File: src/rtl/pdiv_pkg.sv
package pdiv_pkg;

    localparam int MIN_DIV = 2;

    typedef enum logic [1:0] {
        STY_SIGN  = 2'd0,
        STY_NEGUP = 2'd1,
        STY_LIMIT = 2'd2
    } style_e;

    typedef struct packed {
        logic load_imm;
        logic wrap;
        logic step;
    } cnt_ctl_t;

    function automatic style_e decode_style(input logic [1:0] code);
        case (code)
            2'd0:    return STY_SIGN;
            2'd1:    return STY_NEGUP;
            default: return STY_LIMIT;
        endcase
    endfunction

endpackage

File: src/rtl/pdiv_period_regs.sv
module pdiv_period_regs
    import pdiv_pkg::*;
#(
    parameter int PER_W      = 8,
    parameter int DEF_PERIOD = 10
) (
    input  logic             clk,
    input  logic             rst,
    input  logic             wr_stb,
    input  logic [PER_W-1:0] wr_period,
    input  logic             apply_now,
    input  logic             wrap,
    output logic [PER_W-1:0] act_per,
    output logic [PER_W-1:0] nxt_per,
    output logic [PER_W-1:0] imm_per,
    output logic             imm_load
);

    localparam logic [PER_W-1:0] MIN_V  = PER_W'(MIN_DIV);
    localparam logic [PER_W-1:0] DEF_CL = (DEF_PERIOD < MIN_DIV) ? MIN_V : PER_W'(DEF_PERIOD);

    logic [PER_W-1:0] pend_q;
    logic [PER_W-1:0] act_q;
    logic [PER_W-1:0] wr_clamped;

    always_comb begin
        wr_clamped = (wr_period < MIN_V) ? MIN_V : wr_period;
        nxt_per    = wr_stb ? wr_clamped : pend_q;
        imm_load   = wr_stb & apply_now;
        imm_per    = wr_clamped;
        act_per    = act_q;
    end

    always_ff @(posedge clk) begin
        if (rst) begin
            pend_q <= DEF_CL;
        end else if (wr_stb) begin
            pend_q <= wr_clamped;
        end
    end

    always_ff @(posedge clk) begin
        if (rst) begin
            act_q <= DEF_CL;
        end else if (imm_load) begin
            act_q <= wr_clamped;
        end else if (wrap) begin
            act_q <= nxt_per;
        end
    end

    AST_PERIOD_FLOOR: assert property (@(posedge clk) disable iff (rst)
        (act_q >= MIN_V) && (pend_q >= MIN_V));

    AST_DEFER_HOLD: assert property (@(posedge clk) disable iff (rst)
        (wr_stb && !apply_now && !wrap) |=> $stable(act_q));

endmodule

File: src/rtl/pdiv_count_core.sv
module pdiv_count_core
    import pdiv_pkg::*;
#(
    parameter int PER_W      = 8,
    parameter int DEF_PERIOD = 10
) (
    input  logic             clk,
    input  logic             rst,
    input  logic             cnt_en,
    input  style_e           style,
    input  logic [PER_W-1:0] act_per,
    input  logic [PER_W-1:0] nxt_per,
    input  logic [PER_W-1:0] imm_per,
    input  logic             imm_load,
    output logic             wrap
);

    localparam int               CW     = PER_W + 1;
    localparam logic [PER_W-1:0] DEF_CL = (DEF_PERIOD < MIN_DIV) ? PER_W'(MIN_DIV)
                                                                 : PER_W'(DEF_PERIOD);

    function automatic logic [CW-1:0] start_of(input style_e s, input logic [PER_W-1:0] n);
        case (s)
            STY_SIGN:  return {1'b0, n} - CW'(2);
            STY_NEGUP: return CW'(1) - {1'b0, n};
            default:   return '0;
        endcase
    endfunction

    logic [CW-1:0] cnt_q;
    logic [CW-1:0] cnt_d;
    logic          term;
    cnt_ctl_t      ctl;

    always_comb begin
        case (style)
            STY_SIGN:  term = cnt_q[CW-1];
            STY_NEGUP: term = (cnt_q == '0);
            default:   term = (cnt_q >= ({1'b0, act_per} - CW'(1)));
        endcase
    end

    assign wrap = cnt_en & term;

    always_comb begin
        ctl.load_imm = imm_load & (style != STY_LIMIT);
        ctl.wrap     = wrap;
        ctl.step     = cnt_en;
    end

    always_comb begin
        cnt_d = cnt_q;
        if (ctl.load_imm) begin
            cnt_d = start_of(style, imm_per);
        end else if (ctl.wrap) begin
            cnt_d = start_of(style, nxt_per);
        end else if (ctl.step) begin
            cnt_d = (style == STY_SIGN) ? cnt_q - CW'(1) : cnt_q + CW'(1);
        end
    end

    always_ff @(posedge clk) begin
        if (rst) begin
            cnt_q <= start_of(style, DEF_CL);
        end else begin
            cnt_q <= cnt_d;
        end
    end

    AST_SIGN_FLOOR: assert property (@(posedge clk) disable iff (rst)
        (style == STY_SIGN) |-> ($signed(cnt_q) >= $signed({CW{1'b1}})));

    AST_NEG_CEIL: assert property (@(posedge clk) disable iff (rst)
        (style == STY_NEGUP) |-> ((cnt_q == '0) || cnt_q[CW-1]));

    AST_LIMIT_SIGN: assert property (@(posedge clk) disable iff (rst)
        (style == STY_LIMIT) |-> !cnt_q[CW-1]);

    AST_FREEZE_HOLD: assert property (@(posedge clk) disable iff (rst)
        (!cnt_en && !imm_load) |=> $stable(cnt_q));

    AST_NO_BACK_TO_BACK: assert property (@(posedge clk) disable iff (rst)
        wrap |=> !wrap);

endmodule

File: src/rtl/pdiv_tick_out.sv
module pdiv_tick_out #(
    parameter bit TC_REGISTERED = 1'b1,
    parameter bit TC_ACTIVE_LOW = 1'b0
) (
    input  logic clk,
    input  logic rst,
    input  logic wrap,
    output logic tick
);

    logic lvl;

    generate
        if (TC_REGISTERED) begin : g_reg
            logic tick_q;
            always_ff @(posedge clk) begin
                if (rst) begin
                    tick_q <= 1'b0;
                end else begin
                    tick_q <= wrap;
                end
            end
            assign lvl = tick_q;
        end else begin : g_comb
            assign lvl = wrap;
        end
    endgenerate

    assign tick = TC_ACTIVE_LOW ? ~lvl : lvl;

    AST_PULSE_SINGLE: assert property (@(posedge clk) disable iff (rst)
        (tick != TC_ACTIVE_LOW) |=> (tick == TC_ACTIVE_LOW));

endmodule

File: src/rtl/period_divider.sv
module period_divider
    import pdiv_pkg::*;
#(
    parameter int PER_W         = 8,
    parameter int DEF_PERIOD    = 10,
    parameter bit TC_REGISTERED = 1'b1,
    parameter bit TC_ACTIVE_LOW = 1'b0
) (
    input  logic             clk,
    input  logic             rst,
    input  logic             cnt_en,
    input  logic             wr_stb,
    input  logic [PER_W-1:0] wr_period,
    input  logic             apply_now,
    input  logic [1:0]       style_sel,
    output logic             tick
);

    style_e           style;
    logic [PER_W-1:0] act_per;
    logic [PER_W-1:0] nxt_per;
    logic [PER_W-1:0] imm_per;
    logic             imm_load;
    logic             wrap;

    assign style = decode_style(style_sel);

    pdiv_period_regs #(
        .PER_W      (PER_W),
        .DEF_PERIOD (DEF_PERIOD)
    ) u_regs (
        .clk       (clk),
        .rst       (rst),
        .wr_stb    (wr_stb),
        .wr_period (wr_period),
        .apply_now (apply_now),
        .wrap      (wrap),
        .act_per   (act_per),
        .nxt_per   (nxt_per),
        .imm_per   (imm_per),
        .imm_load  (imm_load)
    );

    pdiv_count_core #(
        .PER_W      (PER_W),
        .DEF_PERIOD (DEF_PERIOD)
    ) u_core (
        .clk      (clk),
        .rst      (rst),
        .cnt_en   (cnt_en),
        .style    (style),
        .act_per  (act_per),
        .nxt_per  (nxt_per),
        .imm_per  (imm_per),
        .imm_load (imm_load),
        .wrap     (wrap)
    );

    pdiv_tick_out #(
        .TC_REGISTERED (TC_REGISTERED),
        .TC_ACTIVE_LOW (TC_ACTIVE_LOW)
    ) u_out (
        .clk  (clk),
        .rst  (rst),
        .wrap (wrap),
        .tick (tick)
    );

    AST_STYLE_HELD: assert property (@(posedge clk) disable iff (rst)
        1'b1 |=> $stable(style_sel));

endmodule

File: config.mk
export PLATFORM = sky130hd
export DESIGN_NAME = period_divider
export DESIGN_NICKNAME = d
export VERILOG_FILES = /design/src/rtl/pdiv_pkg.sv /design/src/rtl/pdiv_period_regs.sv /design/src/rtl/pdiv_count_core.sv /design/src/rtl/pdiv_tick_out.sv /design/src/rtl/period_divider.sv
export SDC_FILE = /design/constraint.sdc
export NUM_CORES = 1
export LEC_CHECK = 0
export ABC_AREA = 1
export BUFFER_PORTS_ARGS = -buffer_cell sky130_fd_sc_hd__buf_2
export CORE_MARGIN = 10
export CORE_UTILIZATION = 60
export CTS_CLUSTER_SIZE = 20
export DETAILED_ROUTE_END_ITERATION = 10
export GPL_ROUTABILITY_DRIVEN = 0
export PLACE_DENSITY_LB_ADDON = 0.12
export RECOVER_POWER = 100
export SLEW_MARGIN = 20
export SYNTH_ARGS = -nofsm -noshare
export SYNTH_HDL_FRONTEND = slang
export SYNTH_SLANG_ARGS = --single-unit
export TNS_END_PERCENT = 10
File: constraint.sdc
create_clock -name clk -period 5.7 [get_ports clk]
set_input_delay 0.285 -clock clk [delete_from_list [all_inputs] [get_ports clk]]
set_output_delay 0.285 -clock clk [all_outputs]
set_load 0.005 [all_outputs]
## Yosys cells after proc, flatten, opt, wreduce, memory -nomap -nowiden

Index checks and enable logic that the tools add are counted.

- Add/subtract/negate cells: 7
- $lt $le $gt $ge: 2
- Equality and inequality tests: 3
- Multiplexer cells: 14
- Bitwise gates (word level): 3
- Reduce and logical (&&, ||, !) cells: 5

Operator list:

| cell | number |
|---|---|
| $pmux 9 s2 | 3 |
| $mux 9 | 5 |
| $mux 8 | 4 |
| $sub 1x8->9 const A | 2 |
| $sub 8x2->9 const B | 2 |
| $add 9x1->9 const B | 1 |
| $ge 9x9->1 | 1 |
| $logic_not 9->1 | 1 |
| $sub 8x1->9 const B | 1 |
| $sub 9x1->9 const B | 1 |
| $lt 8x2->1 const B | 1 |
| $eq 2x1->1 const B | 2 |
| $logic_not 2->1 | 2 |
| $pmux 2 s2 | 1 |
| $reduce_bool 4->1 | 1 |
| $and 1x1->1 | 3 |
| $ne 2x2->1 const B | 1 |
| $pmux 1 s2 | 1 |
| $reduce_bool 2->1 | 1 |

- Bits in registers: 26
- Output and inout port bits: 1

## Logic depth before layout (Yosys ltp)

- Word-level depth: 8
- Mapped depth: 19
- Mapped depth without buffers: 18

## By module

Synthesis repeated with hierarchy kept, for this count alone.

- Cells, all modules: 416
- Area total of the unflattened synthesis: 2586.2 sq um

By module, submodules not included:

| module | times used | cells an instance | area an instance (sq um) | seq. area each (sq um) |
|---|---|---|---|---|
| pdiv_count_core | 1 | 307 | 1806.7 | 270.3 |
| pdiv_period_regs | 1 | 103 | 738.2 | 320.3 |
| pdiv_tick_out | 1 | 3 | 30.0 | 20.0 |
| period_divider | 1 | 3 | 11.3 | 0.0 |

## Worst setup path before layout

Ideal clock, no wire load.

- Path type: flip-flop to flip-flop
- From: reg u_regs.act_q[2] (netlist: u_regs.act_per[2])
- To: reg u_core.cnt_q[2], data pin
- Arrival: 2.260 ns
- Required time: 5.441 ns
- Path slack: 3.181 ns
- Cell stages (with the launch flop): 20
- Path buffers: 1
- Cell sequence: dfxtp_1 nor2_1 nand2_1 or3_1 nor3_1 xor2_1 ha_1 nand2_1 inv_1 nand2_1 nand2_1 a21oi_1 nand4_1 nand2_1 buf_6 nand2_1 nand3_1 nand2_1 nand2_1 nand2_1

- Word-level cells in the longest chain between the ends: 7

Ends and longest elaborated chain:

| what | RTL line | RTL |
|---|---|---|
| start, declared | pdiv_period_regs.sv:23 | `logic [PER_W-1:0] act_q;` |
| start signal, assigned | pdiv_period_regs.sv:46 | `act_q <= wr_clamped;` |
| start signal, assigned | pdiv_period_regs.sv:48 | `act_q <= nxt_per;` |
| $sub 8x1->9 | pdiv_count_core.sv:39 | `default: term = (cnt_q >= ({1'b0, act_per} - CW'(1)));` |
| $ge 9x9->1 | pdiv_count_core.sv:39 |  |
| $pmux 1 s2 | pdiv_count_core.sv:36 | `case (style)` |
| $and 1x1->1 | pdiv_count_core.sv:43 | `assign wrap = cnt_en & term;` |
| $mux 9 | pdiv_count_core.sv:55 | `end else if (ctl.wrap) begin` |
| $mux 9 | pdiv_count_core.sv:53 | `if (ctl.load_imm) begin` |
| $mux 9 | pdiv_count_core.sv:63 | `if (rst) begin` |
| end signal, assigned | pdiv_count_core.sv:64 | `cnt_q <= start_of(style, DEF_CL);` |
| end signal, assigned | pdiv_count_core.sv:66 | `cnt_q <= cnt_d;` |
| end, declared | pdiv_count_core.sv:30 | `logic [CW-1:0] cnt_q;` |

Every way passes these cells.
A chain may end at the register's enable or synchronous reset.

## Final worst setup path

- From: reg u_regs.act_q[2] (netlist: u_regs.act_per[2])
- To: reg u_regs.act_q[5] (netlist: u_regs.act_per[5])

- Word-level cells in the longest chain between the ends: 5

Ends and longest elaborated chain:

| what | RTL line |
|---|---|
| $sub 8x1->9 | pdiv_count_core.sv:39 |
| $ge 9x9->1 | pdiv_count_core.sv:39 |
| $pmux 1 s2 | pdiv_count_core.sv:36 |
| $and 1x1->1 | pdiv_count_core.sv:43 |
| $reduce_bool 2->1 (no source line) | - |

Every way passes these cells.

==> flow_summary.toml <==
[run_status]
outcome = "finished, final reports clean"

[cells_and_area]
fillers = 414
drive_above_1_share_pct = 8.05
area_growth_pct = 3.78
fin_cells = 460
final_nets = 449
antennaDiodeCount = 0
postLayoutCoreUtil_pct = 65.9

[route]
num_vias = 2608
drtIter0Drc = 209
drtAntennaViolNets = 0
firstDrtPassIters = 5
avgViaCountPerCell = 5.67
wl_um = 6600
post_drt_wl_per_cell_um = 14.3
drc = 0

[synthesis]
yosysWarnings = 0
ys_ff_latch = 26
syn_area_mm2 = 0.00261
syn-instance-count = 399
syn_avg_cell_area_um2 = 6.55
synthTopCellsByArea = "nand2_1 (17%), dfxtp_1 (13%), ha_1 (11%)"
synth_top_area_share_pct = 16.7
yosysTopAreaCell = "nand2_1"
seq_area_frac_synth_pct = 23.4
synth.distinct_cells = 41
syn_nets = 437

[floorplanning]
die_w_um = 86.0
die-area_mm2 = 0.00739
row_count = 23
die_h_um = 86.0
ios = 16
core_mm2 = 0.00412
start_util_pct = 63.5

[run]
drv_cap = 0

[clock_network]
cts.sinks = 26
cts_tree = "yes"
cts.htree.levels = 1
numCtsBuffers = 3
post_cts_buffers = 0
hold_buffers = 0
max-clock-path-buffers = 2
clkLatencyLatePin_ns = 0.27
cts_resized = 0
path_clk_slew_ns = 0.09
root_buffer = "clkbuf_8"

[sta]
worst_hold_slack_ns = 0.371
tightest_slew_ns = 0.941
fin_crit_ns = 3.12
relSlewSlack_pct = 36.6
tns_ns = 0
period_share_pct = 54.8
rsz0062_at_grt = "false"
max_freq_mhz = 320
setup_violations = 0
fin_ws_ns = 2.58
skew_ns = 0.000893
hold_viol = 0
drv_slew = 0

[placed_design]
dp_cells = 456
post-dp-hpwl_um = 5190
portBuffers = 15
pre_cts_ws_ns = 2.77

[global_routing]
grt_pass1_vias = 2489
track_usage_pct = 18.4
grt_pass1_wl_um = 11400
grt_remaining_overflow = 0
antenna_found_initial = 0
grt_max_degree = 18

[power_and_ir_drop]
p_per_area_mw_per_mm2 = 248
p_leak_nw = 1.39
peakVddDrop_mv = 0.123

[worst_setup_path]
cp.arrival_ns = 3.26
end_kind = "flip-flop"
cp.required_ns = 5.83
cp_max_fo = 16
critPathLaunchType = "flip-flop"
critical_path_class = "flip-flop to flip-flop"

[hold_path]
hold_class = "primary input to flip-flop"
-- per-layer routing --
layer  vias to the layer above  part of all wire (%)  GRT usage, %
li1                       1340                     -             -
met1                      1165                    44          23.2
met2                        89                    48          31.3
met3                        14                   5.3          2.27
met4                         0                   1.9          5.99
met5                         -                     0             0
-- through the flow --
stage | cell area, um^2 | power (mW)
3_3_place_gp | 2680 | 0.532
6_report | 2710 | 0.673
4_1_cts | 2750 | 0.675
3_5_place_dp | 2680 | 0.538
2_1_floorplan | 2610 | 0.471
5_1_grt | 2710 | 0.729
-- power by group --
part           switching [mW]  total (mW)  internal [mW]
combinational           0.183       0.290          0.107
sequential             0.0244       0.244          0.220
clock                  0.0622       0.139         0.0765
-- placed cells by master, fill, tap and decap left out, types with 2 or more instances in the layout --
cell type,Yosys,final
dfxtp_1,17,17
ha_1,22,22
nand4_1,10,10
nand2_1,116,120
nor2_1,32,33
nand3_1,37,37
a31oi_1,3,3
nor3_1,4,4
xnor2_1,4,4
clkbuf_8,0,3
clkbuf_1,2,3
o21ai_0,20,23
o21bai_1,2,2
edfxtp_1,9,9
inv_1,42,43
xor2_1,10,10
nand3b_1,3,3
inv_2,4,3
buf_2,2,12
nor2_4,3,2
o21ai_2,5,2
nor2_2,2,2
nand2_2,7,4
a21oi_1,23,23
-- synth_stat cells --
library cell  number
a21boi_0           1
a21o_1             1
a21oi_1           23
a31oi_1            3
and2_1             1
buf_12             1
buf_2              2
buf_4              1
buf_6              2
clkbuf_1           2
clkinv_1           1
dfxtp_1           17
edfxtp_1           9
fa_1               1
ha_1              22
inv_1             42
inv_2              4
nand2_1          116
nand2_2            7
nand2_4            2
nand3_1           37
nand3_2            1
nand3b_1           3
nand4_1           10
nor2_1            32
nor2_2             2
nor2_4             3
nor3_1             4
nor3_2             1
nor3b_1            1
o211ai_1           1
o21a_1             1
o21ai_0           20
o21ai_1            1
o21ai_2            5
o21bai_1           2
o31ai_1            1
or2_2              1
or3_1              1
xnor2_1            4
xor2_1            10
-- cell type report --
cell class / count / area, um^2 / area share [%]
multi-input cells: 318 / 1720 / 63.6
flip-flops and latches: 26 / 611 / 22.5
inverters: 47 / 176 / 6.51
repair buffers: 15 / 71.3 / 2.63
clock buffers: 4 / 66.3 / 2.45
well taps: 50 / 62.6 / 2.31
-- critical path: stages, from the launching register on --
cell	delay [ns]
dfxtp_1	0.35
nor2_1	0.11
nand2_1	0.08
or3_1	0.35
nor3_1	0.18
xor2_1	0.19
ha_1	0.27
nand2_1	0.09
inv_1	0.05
nand2_1	0.06
nand2_1	0.05
a21oi_1	0.12
nand4_1	0.12
nand2_1	0.29
nand2_1	0.33
o21ai_0	0.27
a21oi_1	0.05
-- cells by family (layout without fill, tap and decap cells) --
group / after synthesis / in the layout / synth area share (%)
xor gates and xnor gates: 14 / 14 / 4.69
buffers and inverters: 55 / 66 / 9.34
AOI/OAI and AO/OA: 59 / 59 / 12.8
adders and majority gates: 23 / 23 / 11.3
and+or+nand+nor: 222 / 222 / 38.5
DFF: 26 / 26 / 23.4
-- flip-flops by register name, indices dropped and copies added (netlist names) --
name            count
u_core.cnt_q        9
u_regs.act_per      8
u_out.tick          1
u_regs.pend_q       8
-- final timing paths --
kind | start | slack, ns | to | cells past startpoint
worst max-delay path | u_regs.act_per[2]$_SDFFE_PP0P_ | 2.58 | u_regs.act_per[5]$_SDFFE_PP0P_ | 16
worst min-delay path | rst | 0.37 | u_regs.pend_q[4]$_SDFF_PP0_ | 2
worst max register to register | u_regs.act_per[2]$_SDFFE_PP0P_ | 2.58 | u_regs.act_per[5]$_SDFFE_PP0P_ | 16
worst min register to register | u_regs.act_per[1]$_SDFFE_PP1P_ | 0.51 | u_regs.act_per[1]$_SDFFE_PP1P_ | 2
(Power assumes the default switching activity.)
